--- src/rtl/pca_pkg.sv ---
package pca_pkg;

    localparam int PCA_WIDTH = 32;

    // one prefix node: pseudo-carry of the group and its transmit term
    typedef struct packed {
        logic h;
        logic i;
    } lc_node_t;

    // number of three-way levels after the pair level so that the
    // group span (2 * 3^n) covers WIDTH bits plus the carry-in slot
    function automatic int tri_levels(input int w);
        int span;
        int n;
        span = 2;
        n = 0;
        while (span < w + 1) begin
            span = span * 3;
            n = n + 1;
        end
        return n;
    endfunction

    // span of the groups entering three-way level lvl (lvl >= 1)
    function automatic int tri_span(input int lvl);
        int s;
        s = 2;
        for (int q = 1; q < lvl; q++) begin
            s = s * 3;
        end
        return s;
    endfunction

    function automatic lc_node_t merge3(input lc_node_t hi, input lc_node_t mid,
                                        input lc_node_t lo);
        lc_node_t r;
        r.h = hi.h | (hi.i & mid.h) | (hi.i & mid.i & lo.h);
        r.i = hi.i & mid.i & lo.i;
        return r;
    endfunction

    function automatic lc_node_t merge2(input lc_node_t hi, input lc_node_t lo);
        lc_node_t r;
        r.h = hi.h | (hi.i & lo.h);
        r.i = hi.i & lo.i;
        return r;
    endfunction

endpackage

--- src/rtl/pca_bit_cells.sv ---
module pca_bit_cells #(
    parameter int W = pca_pkg::PCA_WIDTH
) (
    input  logic [W-1:0] a,
    input  logic [W-1:0] b,
    input  logic         cin,
    output logic [W:0]   gen,   // slot 0 is the carry-in, slot k+1 is bit k
    output logic [W:0]   prop,
    output logic [W-1:0] half
);
    // the carry-in slot generates when cin is set and always propagates
    assign gen[0]  = cin;
    assign prop[0] = 1'b1;

    for (genvar k = 0; k < W; k++) begin : g_bit
        assign gen[k+1]  = a[k] & b[k];
        assign prop[k+1] = a[k] | b[k];
        assign half[k]   = a[k] ^ b[k];
    end
endmodule

--- src/rtl/pca_prefix_tree.sv ---
module pca_prefix_tree
    import pca_pkg::*;
#(
    parameter int W = pca_pkg::PCA_WIDTH
) (
    input  logic [W:0] gen,
    input  logic [W:0] prop,
    output logic [W:0] hsum    // pseudo-carry of slots k..0
);
    localparam int NT = tri_levels(W);
    localparam int NS = NT + 2;   // base, pair, then NT three-way levels

    lc_node_t [NS-1:0][W:0] nd;

    // base: a single slot, transmit term shifted down by one position
    for (genvar k = 0; k <= W; k++) begin : g_base
        if (k == 0) begin : g_lsb
            assign nd[0][k] = '{h: gen[k], i: 1'b0};
        end else begin : g_up
            assign nd[0][k] = '{h: gen[k], i: prop[k-1]};
        end
    end

    // pair level: the propagate factor vanishes because gen implies prop
    for (genvar k = 0; k <= W; k++) begin : g_pair
        if (k == 0) begin : g_lsb
            assign nd[1][k] = nd[0][k];
        end else begin : g_up
            assign nd[1][k] = '{h: gen[k] | gen[k-1],
                                i: nd[0][k].i & nd[0][k-1].i};
        end
    end

    // three-way levels with span 2, 6, 18, ...
    for (genvar l = 2; l < NS; l++) begin : g_lvl
        localparam int S = tri_span(l - 1);
        for (genvar k = 0; k <= W; k++) begin : g_node
            if (k >= 2 * S) begin : g_three
                assign nd[l][k] = merge3(nd[l-1][k], nd[l-1][k-S], nd[l-1][k-2*S]);
            end else if (k >= S) begin : g_two
                assign nd[l][k] = merge2(nd[l-1][k], nd[l-1][k-S]);
            end else begin : g_done
                assign nd[l][k] = nd[l-1][k];
            end
        end
    end

    for (genvar k = 0; k <= W; k++) begin : g_out
        assign hsum[k] = nd[NS-1][k].h;
    end
endmodule

--- src/rtl/pca_sum_stage.sv ---
module pca_sum_stage #(
    parameter int W = pca_pkg::PCA_WIDTH
) (
    input  logic [W-1:0] half,
    input  logic [W:0]   prop,
    input  logic [W:0]   hsum,
    output logic [W-1:0] sum,
    output logic         cout
);
    // carry into bit n = carry out of slot n = prop[n] & hsum[n]
    for (genvar n = 0; n < W; n++) begin : g_sum
        assign sum[n] = half[n] ^ (prop[n] & hsum[n]);
    end
    assign cout = prop[W] & hsum[W];
endmodule

--- src/rtl/pseudo_carry_adder.sv ---
module pseudo_carry_adder #(
    parameter int WIDTH = pca_pkg::PCA_WIDTH
) (
    input  logic [WIDTH-1:0] op_a,
    input  logic [WIDTH-1:0] op_b,
    input  logic             carry_in,
    output logic [WIDTH-1:0] sum_out,
    output logic             carry_out
);
    logic [WIDTH:0]   gen_w;
    logic [WIDTH:0]   prop_w;
    logic [WIDTH-1:0] half_w;
    logic [WIDTH:0]   hsum_w;

    pca_bit_cells #(.W(WIDTH)) u_cells (
        .a    (op_a),
        .b    (op_b),
        .cin  (carry_in),
        .gen  (gen_w),
        .prop (prop_w),
        .half (half_w)
    );

    pca_prefix_tree #(.W(WIDTH)) u_tree (
        .gen  (gen_w),
        .prop (prop_w),
        .hsum (hsum_w)
    );

    pca_sum_stage #(.W(WIDTH)) u_sum (
        .half (half_w),
        .prop (prop_w),
        .hsum (hsum_w),
        .sum  (sum_out),
        .cout (carry_out)
    );
endmodule

--- config.mk ---
export PLATFORM = sky130hd
export DESIGN_NAME = pseudo_carry_adder
export DESIGN_NICKNAME = d
export VERILOG_FILES = /design/src/rtl/pca_pkg.sv /design/src/rtl/pca_bit_cells.sv /design/src/rtl/pca_prefix_tree.sv /design/src/rtl/pca_sum_stage.sv /design/src/rtl/pseudo_carry_adder.sv
export SDC_FILE = /design/constraint.sdc
export NUM_CORES = 1
export LEC_CHECK = 0
export BUFFER_PORTS_ARGS = -buffer_cell sky130_fd_sc_hd__buf_2
export CORE_MARGIN = 2
export CORE_UTILIZATION = 50
export DETAILED_ROUTE_END_ITERATION = 7
export PLACE_DENSITY = 0.93
export SLEW_MARGIN = 20
export SYNTH_ARGS = -nofsm -noshare
export SYNTH_HDL_FRONTEND = slang
export SYNTH_SLANG_ARGS = --single-unit
export TNS_END_PERCENT = 5
--- constraint.sdc ---
create_clock -name vclk -period 2.93
set_input_delay 0.4395 -clock vclk [all_inputs]
set_output_delay 0.4395 -clock vclk [all_outputs]
set_load 0.005 [all_outputs]
==> impl_results.md <==
- Routability congestion estimate: 0.924
- Starting Density: 51.9%
- Clock buffer cells: 0
- Worst min-delay path class: in2out
- Avg Synthesized Cell Area: 7.13 µm²
- Start-to-end type of the worst setup path: in2out
- Reported net switching power: about 0.32 mW
- Buffers on Ports: 98
- Maximum number of pins on one net before global-route repair: 7
- Combined area of all synthesized cells: 2280 µm²
- Endpoint kind of the worst setup timing path: primary output
- Mapped Nets: 449
- PwrDens: around 200 nW/µm²
- Peak clock frequency supported by timing: 332 MHz
- Worst setup startpoint: op_a[0]
- Transition time at the pin with the least slew margin: 0.616 ns
- Vias in the first global route: around 2600
- Internal Power: 0.308 mW
- Total leakage power: 1.78 nW
- First-pass iteration count of the detailed router: 4
- DIE WIDTH: 71.5 µm
- Via total after detailed routing: 2653
- Starting DRT DRC Count: 156
- Total routing resource utilization after global routing: 23.0%
- Portion of the clock cycle consumed by the worst path in the final layout: 103%
- Arrival time of data at the critical path endpoint: 2.57 ns
- Sequential share of the synthesized area: 0%
- Standard-cell rows: 24
- Yosys synthesis warning count: 0
- Drc violations: 0
- Routed length per instance: 13.5 µm
- Min cycle time layout: 3.01 ns
- Post-Syn Instances: around 320
- Post-detailed-route count of antenna-violating nets: 0
- Vias per Instance: 5.45
- Failing checks: negative setup slack
- Core outline area: approximately 4400 µm²
- Final total power: between 0.6 and 0.7 mW
- Final number of hold-violating endpoints: 0
- Req. time, crit path: 2.49 ns
- Number of placed instances, taps included: 481
- Status: finished, violations left
- Share of final-layout standard cells stronger than drive strength 1: between 30% and 40%
- Vert. Die Dim: 71.5 µm
- Filler instances: 329
- Post-synthesis cell type count: 40
- Flop pwr share: 0%
- Max-cap viol count: 0
- Initial antenna violation count: 0
- Combinational power share: 100.0%
- Total die area: 5110 µm²
- Post-route non-filler standard cell count: 487
- Most common cell after layout, fill and taps aside: buf_2
- Hold_sp: op_b[31]
- Worst setup SP type: primary input
- Count of boundary I/O pins: 98
- Placed wire-length estimate: 5.32 mm
- Area taken by flip-flops and latches: 0 µm²
- Commonest cells after routing, fill and taps aside: buf_2, inv_1, ha_1
- RSZ-0062 raised after global routing: true
- Worst voltage drop across the vdd grid: between 0.0001 and 0.00015 V
- Global-route wire length before repair: 10.1 mm
- Antenna cells: 0
- GRT overflow: 0
- Post-placement worst setup slack: -0.0416 ns
- Proportion of total power due to net switching: 51.2%
- Final max-slew violation count: 0
- Hold Crit Depth: 5
- Number of setup violations in the final report: 4
- Count of flip-flops and latches: 0
- Total number of nets in the final design: 567
- Headroom to the max-slew limit: 58.4%
- Slack of the critical path: -0.0811 ns
- Final WL: between 6 and 7 mm
- Share of total power in the clock network: 0%
- Area Growth Syn to Fin: 39.3%
- Crit-path max FO: 4
synthesized netlist by cell type, drive strengths merged (3+ instances only):
master,instances,share of area [%]
nor3,16,3.5
a21oi,19,4.5
o31a,4,1.5
nand2b,8,2.2
o31ai,6,2.6
o311ai,5,1.9
or3,3,0.82
inv,67,11
nand2,5,0.82
a21boi,3,0.99
o21ai,9,2.0
xor2,23,8.9
xnor2,7,2.7
nor2,44,7.3
nor4,6,1.6
a31oi,4,1.8
o21a,3,0.99
ha,64,35
critical path, stage by stage:
cell and delay, ns:
buf_2 0.11, ha_1 0.22, nor2_2 0.20, a21oi_4 0.10, o41ai_4 0.50, a31oi_4 0.16, o31ai_1 0.35, a21oi_1 0.15
xor2_1 0.18, buf_2 0.14
what timing repair did:
item | in CTS | in global routing
pin swaps | 0 | 23
resized for setup | 3 | 47
endpoints found under the setup margin | 6 | 15
hold buffers | 0 | 0
setup buffers | 0 | 6
layer usage:
metal / routed length, µm / part of all wire [%] / global-route usage [%] / vias up
met5: 0 / 0 / 0 / -
met4: 159 / 2.4 / 4.82 / 0
met3: 450 / 6.8 / 3.09 / 18
met2: 3370 / 51 / 46.1 / 119
met1: 2600 / 40 / 25.3 / 1198
li1: - / - / - / 1318
final cells by class:
type	instances	area (µm²)	share of cell area [%]
Inverter	67	256	8.09
Multi-Input combinational cell	252	2170	68.5
Tap cell	52	65.1	2.05
Timing Repair Buffer	116	677	21.4
logic make-up (layout without fill, tap and decap cells):
group / after synthesis / count (layout) / synth area share (%)
AND/OR/NAND/NOR: 90 / 90 / 18.9
AO/OA/AOI/OAI: 67 / 67 / 22.5
adder cells (fa/ha/maj): 65 / 65 / 36.1
XOR/XNOR: 30 / 30 / 11.5
buffers and inverters: 67 / 183 / 11.0
power groups by stage:
stage | sequential [mW] | combinational (mW) | clock [mW]
finish | 0 | 0.630 | 0
global route | 0 | 0.691 | 0
CTS | 0 | 0.573 | 0
detailed placement | 0 | 0.566 | 0
global placement | 0 | 0.546 | 0
floorplan | 0 | 0.340 | 0
path summary, 6_finish.rpt:
path                     endpoint  slack (ns)
worst min-delay path    carry_out        1.32
worst max-delay path  sum_out[20]       -0.08
stage by stage:
stage | hold slack (ns) | util [%] | setup TNS, ns | instance area [µm²]
floorplan | 1.08 | - | 0 | 2280
global placement | 1.31 | 66.6 | 0 | 2920
detailed placement | 1.32 | 66.6 | -0.110 | 2920
CTS | 1.32 | 66.9 | 0 | 2930
global route | 1.33 | 72.3 | -0.711 | 3170
finish | 1.32 | 72.3 | -0.223 | 3170
Power figures use the tool's default switching activity.
